===== config.mk =====
export PLATFORM = sky130hd
export DESIGN_NAME = tdma_slot_sync
export DESIGN_NICKNAME = d
export VERILOG_FILES = /design/src/rtl/tss_pkg.sv /design/src/rtl/tss_sync_det.sv /design/src/rtl/tss_slot_ctr.sv /design/src/rtl/tss_lock_mon.sv /design/src/rtl/tdma_slot_sync.sv
export SDC_FILE = /design/constraint.sdc
export NUM_CORES = 1
export LEC_CHECK = 0
export BUFFER_PORTS_ARGS = -buffer_cell sky130_fd_sc_hd__buf_2
export CAP_MARGIN = 40
export CORE_MARGIN = 3
export CORE_UTILIZATION = 30
export DETAILED_ROUTE_END_ITERATION = 8
export PLACE_DENSITY_LB_ADDON = 0.2
export SKIP_LAST_GASP = 1
export SYNTH_ARGS = -nofsm -noshare
export SYNTH_HDL_FRONTEND = slang
export SYNTH_SLANG_ARGS = --single-unit

===== constraint.sdc =====
create_clock -name clk -period 2.8 [get_ports clk]
set_input_delay 0 -clock clk [delete_from_list [all_inputs] [get_ports clk]]
set_output_delay 0 -clock clk [all_outputs]
set_load 0.1 [all_outputs]

===== src/rtl/tss_pkg.sv =====
package tss_pkg;
  localparam int          SYNC_LEN_DEF  = 32;
  localparam logic [31:0] SYNC_WORD_DEF = 32'hAAAA_54C7;
endpackage


===== src/rtl/tss_sync_det.sv =====
module tss_sync_det #(
  parameter int                SYNC_LEN  = tss_pkg::SYNC_LEN_DEF,
  parameter logic [SYNC_LEN-1:0] SYNC_WORD = tss_pkg::SYNC_WORD_DEF
) (
  input  logic clk,
  input  logic rst,
  input  logic clr_i,
  input  logic en_i,
  input  logic bit_stb_i,
  input  logic rx_bit_i,
  output logic hit_o
);
  logic [SYNC_LEN-1:0] win_q;
  logic [SYNC_LEN-1:0] win_d;

  assign win_d = {win_q[SYNC_LEN-2:0], rx_bit_i};
  assign hit_o = bit_stb_i && en_i && !clr_i && (win_d == SYNC_WORD);

  always_ff @(posedge clk) begin
    if (rst || clr_i)            win_q <= '0;
    else if (bit_stb_i && en_i)  win_q <= win_d;
  end

  // with the search disabled the window never moves
  p_window_frozen_r10: assert property (@(posedge clk) disable iff (rst)
    (!en_i && !clr_i) |=> $stable(win_q));
endmodule


===== src/rtl/tss_slot_ctr.sv =====
module tss_slot_ctr #(
  parameter int SLOT_BITS = 360,
  parameter int SYNC_LEN  = 32,
  localparam int IDX_W    = $clog2(SLOT_BITS)
) (
  input  logic             clk,
  input  logic             rst,
  input  logic             clr_i,
  input  logic             master_i,
  input  logic             zc_i,
  input  logic             bit_stb_i,
  input  logic             force_i,
  output logic [IDX_W-1:0] idx_o,
  output logic             start_o,
  output logic             align_o,
  output logic             wrap_o
);
  localparam logic [IDX_W-1:0] LAST_IDX = IDX_W'(SLOT_BITS - 1);
  localparam logic [IDX_W-1:0] SYNC_IDX = IDX_W'(SYNC_LEN);

  logic anchored_q;
  logic step;

  assign align_o = master_i && !anchored_q && zc_i && !clr_i;
  assign step    = bit_stb_i && (!master_i || anchored_q);
  assign wrap_o  = step && (idx_o == LAST_IDX) && !force_i && !clr_i;

  always_ff @(posedge clk) begin
    if (rst || clr_i) begin
      idx_o      <= '0;
      start_o    <= 1'b0;
      anchored_q <= 1'b0;
    end else begin
      start_o <= 1'b0;
      if (force_i) begin
        idx_o <= SYNC_IDX;
      end else if (align_o) begin
        anchored_q <= 1'b1;
        idx_o      <= '0;
        start_o    <= 1'b1;
      end else if (step) begin
        if (idx_o == LAST_IDX) begin
          idx_o   <= '0;
          start_o <= 1'b1;
        end else begin
          idx_o <= idx_o + 1'b1;
        end
      end
    end
  end

  // index stays inside the slot
  p_idx_in_range_r4: assert property (@(posedge clk) disable iff (rst)
    idx_o <= LAST_IDX);
  // a slot opens at index zero
  p_start_at_zero_r4: assert property (@(posedge clk) disable iff (rst)
    start_o |-> (idx_o == '0));
  // the slot-start pulse lasts a single clock
  p_start_one_clk_r4: assert property (@(posedge clk) disable iff (rst)
    start_o |=> !start_o);
  // with no strobe of any kind the index holds
  p_idx_hold_r2: assert property (@(posedge clk) disable iff (rst)
    (!bit_stb_i && !zc_i && !force_i && !clr_i) |=> $stable(idx_o));
endmodule


===== src/rtl/tss_lock_mon.sv =====
module tss_lock_mon #(
  parameter int MISS_LIMIT = 4,
  localparam int MISS_W    = $clog2(MISS_LIMIT + 1)
) (
  input  logic clk,
  input  logic rst,
  input  logic clr_i,
  input  logic master_i,
  input  logic hit_i,
  input  logic align_i,
  input  logic wrap_i,
  output logic locked_o,
  output logic found_o
);
  logic              seen_q;
  logic [MISS_W-1:0] miss_q;

  always_ff @(posedge clk) begin
    if (rst || clr_i) begin
      locked_o <= 1'b0;
      found_o  <= 1'b0;
      seen_q   <= 1'b0;
      miss_q   <= '0;
    end else begin
      found_o <= hit_i;
      if (hit_i) begin
        locked_o <= 1'b1;
        seen_q   <= 1'b1;
        miss_q   <= '0;
      end else if (align_i) begin
        locked_o <= 1'b1;
      end else if (wrap_i && !master_i) begin
        seen_q <= 1'b0;
        if (locked_o) begin
          if (seen_q) begin
            miss_q <= '0;
          end else if (miss_q == MISS_W'(MISS_LIMIT - 1)) begin
            locked_o <= 1'b0;
            miss_q   <= '0;
          end else begin
            miss_q <= miss_q + 1'b1;
          end
        end
      end
    end
  end

  // a found frame always leaves the block locked
  p_found_sets_lock_r5: assert property (@(posedge clk) disable iff (rst)
    found_o |-> locked_o);
  // lock is lost only at a slot boundary or a mode change
  p_unlock_on_wrap_r8: assert property (@(posedge clk) disable iff (rst)
    $fell(locked_o) |-> ($past(wrap_i) || $past(clr_i)));
  // no frame report while staying in master mode
  p_no_found_master_r10: assert property (@(posedge clk) disable iff (rst)
    (master_i && $past(master_i)) |-> !found_o);
endmodule


===== src/rtl/tdma_slot_sync.sv =====
module tdma_slot_sync #(
  parameter int SLOT_BITS  = 360,
  parameter int MISS_LIMIT = 4,
  localparam int SYNC_LEN  = tss_pkg::SYNC_LEN_DEF,
  localparam int IDX_W     = $clog2(SLOT_BITS)
) (
  input  logic             clk,
  input  logic             rst,
  input  logic             master_mode,
  input  logic             zc_stb,
  input  logic             bit_stb,
  input  logic             rx_bit,
  output logic             slot_start,
  output logic [IDX_W-1:0] bit_idx,
  output logic             frame_found,
  output logic             locked
);
  logic mode_q;
  logic mode_chg;
  logic hit;
  logic align_evt;
  logic wrap;

  always_ff @(posedge clk) begin
    mode_q <= master_mode;
  end

  assign mode_chg = !rst && (master_mode != mode_q);

  tss_sync_det #(
    .SYNC_LEN (SYNC_LEN),
    .SYNC_WORD(tss_pkg::SYNC_WORD_DEF)
  ) u_det (
    .clk      (clk),
    .rst      (rst),
    .clr_i    (mode_chg),
    .en_i     (!master_mode),
    .bit_stb_i(bit_stb),
    .rx_bit_i (rx_bit),
    .hit_o    (hit)
  );

  tss_slot_ctr #(
    .SLOT_BITS(SLOT_BITS),
    .SYNC_LEN (SYNC_LEN)
  ) u_ctr (
    .clk      (clk),
    .rst      (rst),
    .clr_i    (mode_chg),
    .master_i (master_mode),
    .zc_i     (zc_stb),
    .bit_stb_i(bit_stb),
    .force_i  (hit),
    .idx_o    (bit_idx),
    .start_o  (slot_start),
    .align_o  (align_evt),
    .wrap_o   (wrap)
  );

  tss_lock_mon #(
    .MISS_LIMIT(MISS_LIMIT)
  ) u_lock (
    .clk     (clk),
    .rst     (rst),
    .clr_i   (mode_chg),
    .master_i(master_mode),
    .hit_i   (hit),
    .align_i (align_evt),
    .wrap_i  (wrap),
    .locked_o(locked),
    .found_o (frame_found)
  );

  // a reported frame sits just after the delimiter
  p_found_index_r5: assert property (@(posedge clk) disable iff (rst)
    frame_found |-> (bit_idx == IDX_W'(SYNC_LEN)));
  // a mode change leaves the block cleared on the next clock
  p_mode_clear_r9: assert property (@(posedge clk) disable iff (rst)
    mode_chg |=> (bit_idx == '0 && !locked && !slot_start));
endmodule


==> results.yml <==
status:
  status: "finished clean"
timing:
  min_period_ps: 1941
  period_share_pct: 69.33
  relSlewSlack_pct: 54.55
  hold_violations: 0
  slew_violations: 0
  max_freq_ghz: 0.5151
  worst_slack_ps: 858.7
  setup_violations: 0
  final.setup_skew_ps: 8.021
  tightest_slew_ps: 680.5
  rsz0062_at_grt: "false"
  fin_setup_tns_ps: 0
  timing.hold.ws_ps: 171.8
global_routing:
  grt_pass1_wl_mm: 7.258
  grt_pass1_vias: 1538
  grt_usage_pct: 11.80
  antenna_found_initial: 0
  grt_max_degree: 37
  grt.overflow.total: 0
synth:
  yosysWarnings: 0
  synth_edf_count: 0
  ys_ff_latch: 49
  netlist_area_um2: 2043
  syn-num-nets: 249
  synth.distinct_cells: 40
  synth-seq-area-share_pct: 48.01
  synth_ff_type: "dfxtp_1"
  synthArstFlopShare_pct: 0
  avgSynthCellArea_um2: 8.478
  synth_cells: 241
pwr:
  peakVddDrop_uv: 280.0
  leakage_nw: 0.7531
  p_sw_share_pct: 24.71
  seqPwrFrac_pct: 59.3
  pwr-share-comb_pct: 6.8
  switching_power_mw: 0.2928
  p_int_mw: 0.8924
  power_density_nw_per_um2: 509.3
  pwr-share-clk_pct: 33.9
  power_mw: 1.185
drt:
  wirelength_mm: 4.163
  num_vias: 1662
  wl_per_cell_um: 12.28
  via_per_inst: 4.903
  dr.pass1.iters: 4
  drt-initial-drc-count: 86
  drc: 0
  ant_nets: 0
worst_setup_path:
  reg2reg_from: "u_ctr.idx_o[0]$_SDFFE_PP0N_"
  startpoint: "u_ctr.idx_o[0]$_SDFFE_PP0N_"
  end_kind: "flop"
  crit_type: "flop to flop"
  critPathArrivalTime_ps: 2140
  cp.required_ps: 3000
  crit_fanout: 5
  crit_path_start_kind: "flop"
final_layout:
  drive_gt1_share_pct: 14.89
  final-instance-count-excl-fill: 339
  antennaDiodeCount: 0
  post-route-util_pct: 36.03
  area_growth_pct: 13.90
  design_area_um2: 2327
  nets: 269
run:
  drv_cap: 0
floorplan:
  coreArea_um2: 6459
  start_util_pct: 31.64
  die_h_um: 88.53
  die_width_um: 88.53
  rows: 29
  die_area_um2: 7837
  num_io_pins: 18
place:
  dp_slack_ps: 885.7
  numPortBuffers: 17
  place_area_um2: 2211
  dp.cells: 328
  hpwl_mm: 2.809
  gp_congestion: 0.8043
cts:
  cts_tree: "done"
  cts_hold_buf: 3
  path_clk_slew_ps: 90
  clk_latency_ps: 300
  clock_tree.root_cell: "clkbuf_8"
  cts_resized: 0
  h-tree-depth: 2
  clkSinkCount: 49
  clock_path_buffers: 2
  numCtsBuffers: 5
  cts_setup_buffers: 0
hold_path:
  min_from: "rst"
  hp-class: "primary input to flop"
[routing by layer]
metal  vias to the layer above  track usage [%]  part of all wire [%]
met4                         0            4.121                  0.91
met2                        31            17.81                    45
met1                       763            16.32                    49
met5                         -                0                     0
met3                         6            3.073                   5.4
li1                        862                -                     -
[power by group through the flow]
stage          Sequential, mW  Combinational (mW)  Clock, mW
2_1_floorplan           0.731              0.0438          0
3_3_place_gp            0.719              0.0786          0
3_5_place_dp            0.719              0.0777          0
4_1_cts                 0.703              0.0808      0.420
5_1_grt                 0.704              0.0890      0.450
6_report                0.703              0.0802      0.402
[area by class of cell]
| type | instances | area, um2 |
|---|---|---|
| clock buffer | 5 | 68.82 |
| clock inverter | 3 | 17.52 |
| fill | 689 | 4131 |
| inverter | 7 | 26.28 |
| multi-input combinational | 175 | 999.7 |
| sequential | 49 | 980.9 |
| tap | 77 | 96.34 |
| timing repair buffer | 23 | 137.6 |
[sequential cells by signal (all words and copies together) (netlist names)]
name	cells
mode_q	1
u_ctr.anchored_q	1
u_ctr.idx_o	9
u_ctr.start_o	1
u_det.win_q	31
u_lock.found_o	1
u_lock.locked_o	1
u_lock.miss_q	3
u_lock.seen_q	1
[synthesized netlist by cell type, drive strengths merged (2+ instances only)]
cell / count / share of area [%]
nand2: 69 / 13
dfxtp: 49 / 48
a21oi: 39 / 9.6
nor2: 14 / 2.6
clkbuf: 7 / 1.3
inv: 7 / 1.3
nor3: 7 / 1.7
xnor2: 5 / 2.1
nor4bb: 4 / 2.0
buf: 3 / 0.61
nand2b: 3 / 1.0
nand3: 3 / 0.73
and4: 2 / 0.86
ha: 2 / 1.2
nand4bb: 2 / 1.1
nor3b: 2 / 0.98
o2111ai: 2 / 1.2
o21ai: 2 / 0.49
xor2: 2 / 0.86
[placed cells by master, fill, tap and decap left out, types with 2 or more instances in the layout]
cell type       n
buf_4           3
nor4bb_1        4
dlygate4sd3_1   3
xnor2_1         5
nand3_1         3
xor2_1          2
nand2_1        69
and4_1          2
nand4bb_1       2
nor2_1         14
ha_1            2
buf_2          17
a21oi_1        39
dfxtp_1        49
inv_1           7
nand2b_1        2
clkinv_2        2
clkbuf_8        5
o21ai_0         2
nor3_1          7
[critical path, stage by stage (launching register included)]
cell and delay, ps:
dfxtp_1 400, ha_1 250, and4_1 270, o2111ai_2 190, a2111oi_4 460, mux2i_1 230, nor2_1 50
[cell families (layout without fill, tap and decap cells)]
family	Yosys count	count (layout)	share of synthesized area [%]
compound gates	51	51	15.80
xor+xnor	7	7	3.001
simple gates	114	114	28.29
mux	1	1	0.4899
fa+ha+maj	2	2	1.225
flops	49	49	48.01
buf+inv	17	38	3.185
[path summary, 6_finish.rpt]
check / cells after the start / slack, ps / to
min reg2reg: 2 / 460 / u_det.win_q[30]$_SDFFE_PP0P_
max: 6 / 860 / u_lock.miss_q[0]$_SDFFE_PP0P_
max reg2reg: 6 / 860 / u_lock.miss_q[0]$_SDFFE_PP0P_
min: 4 / 170 / u_lock.seen_q$_SDFFE_PP0P_
Note: power is estimated with default switching activity, not from simulation.
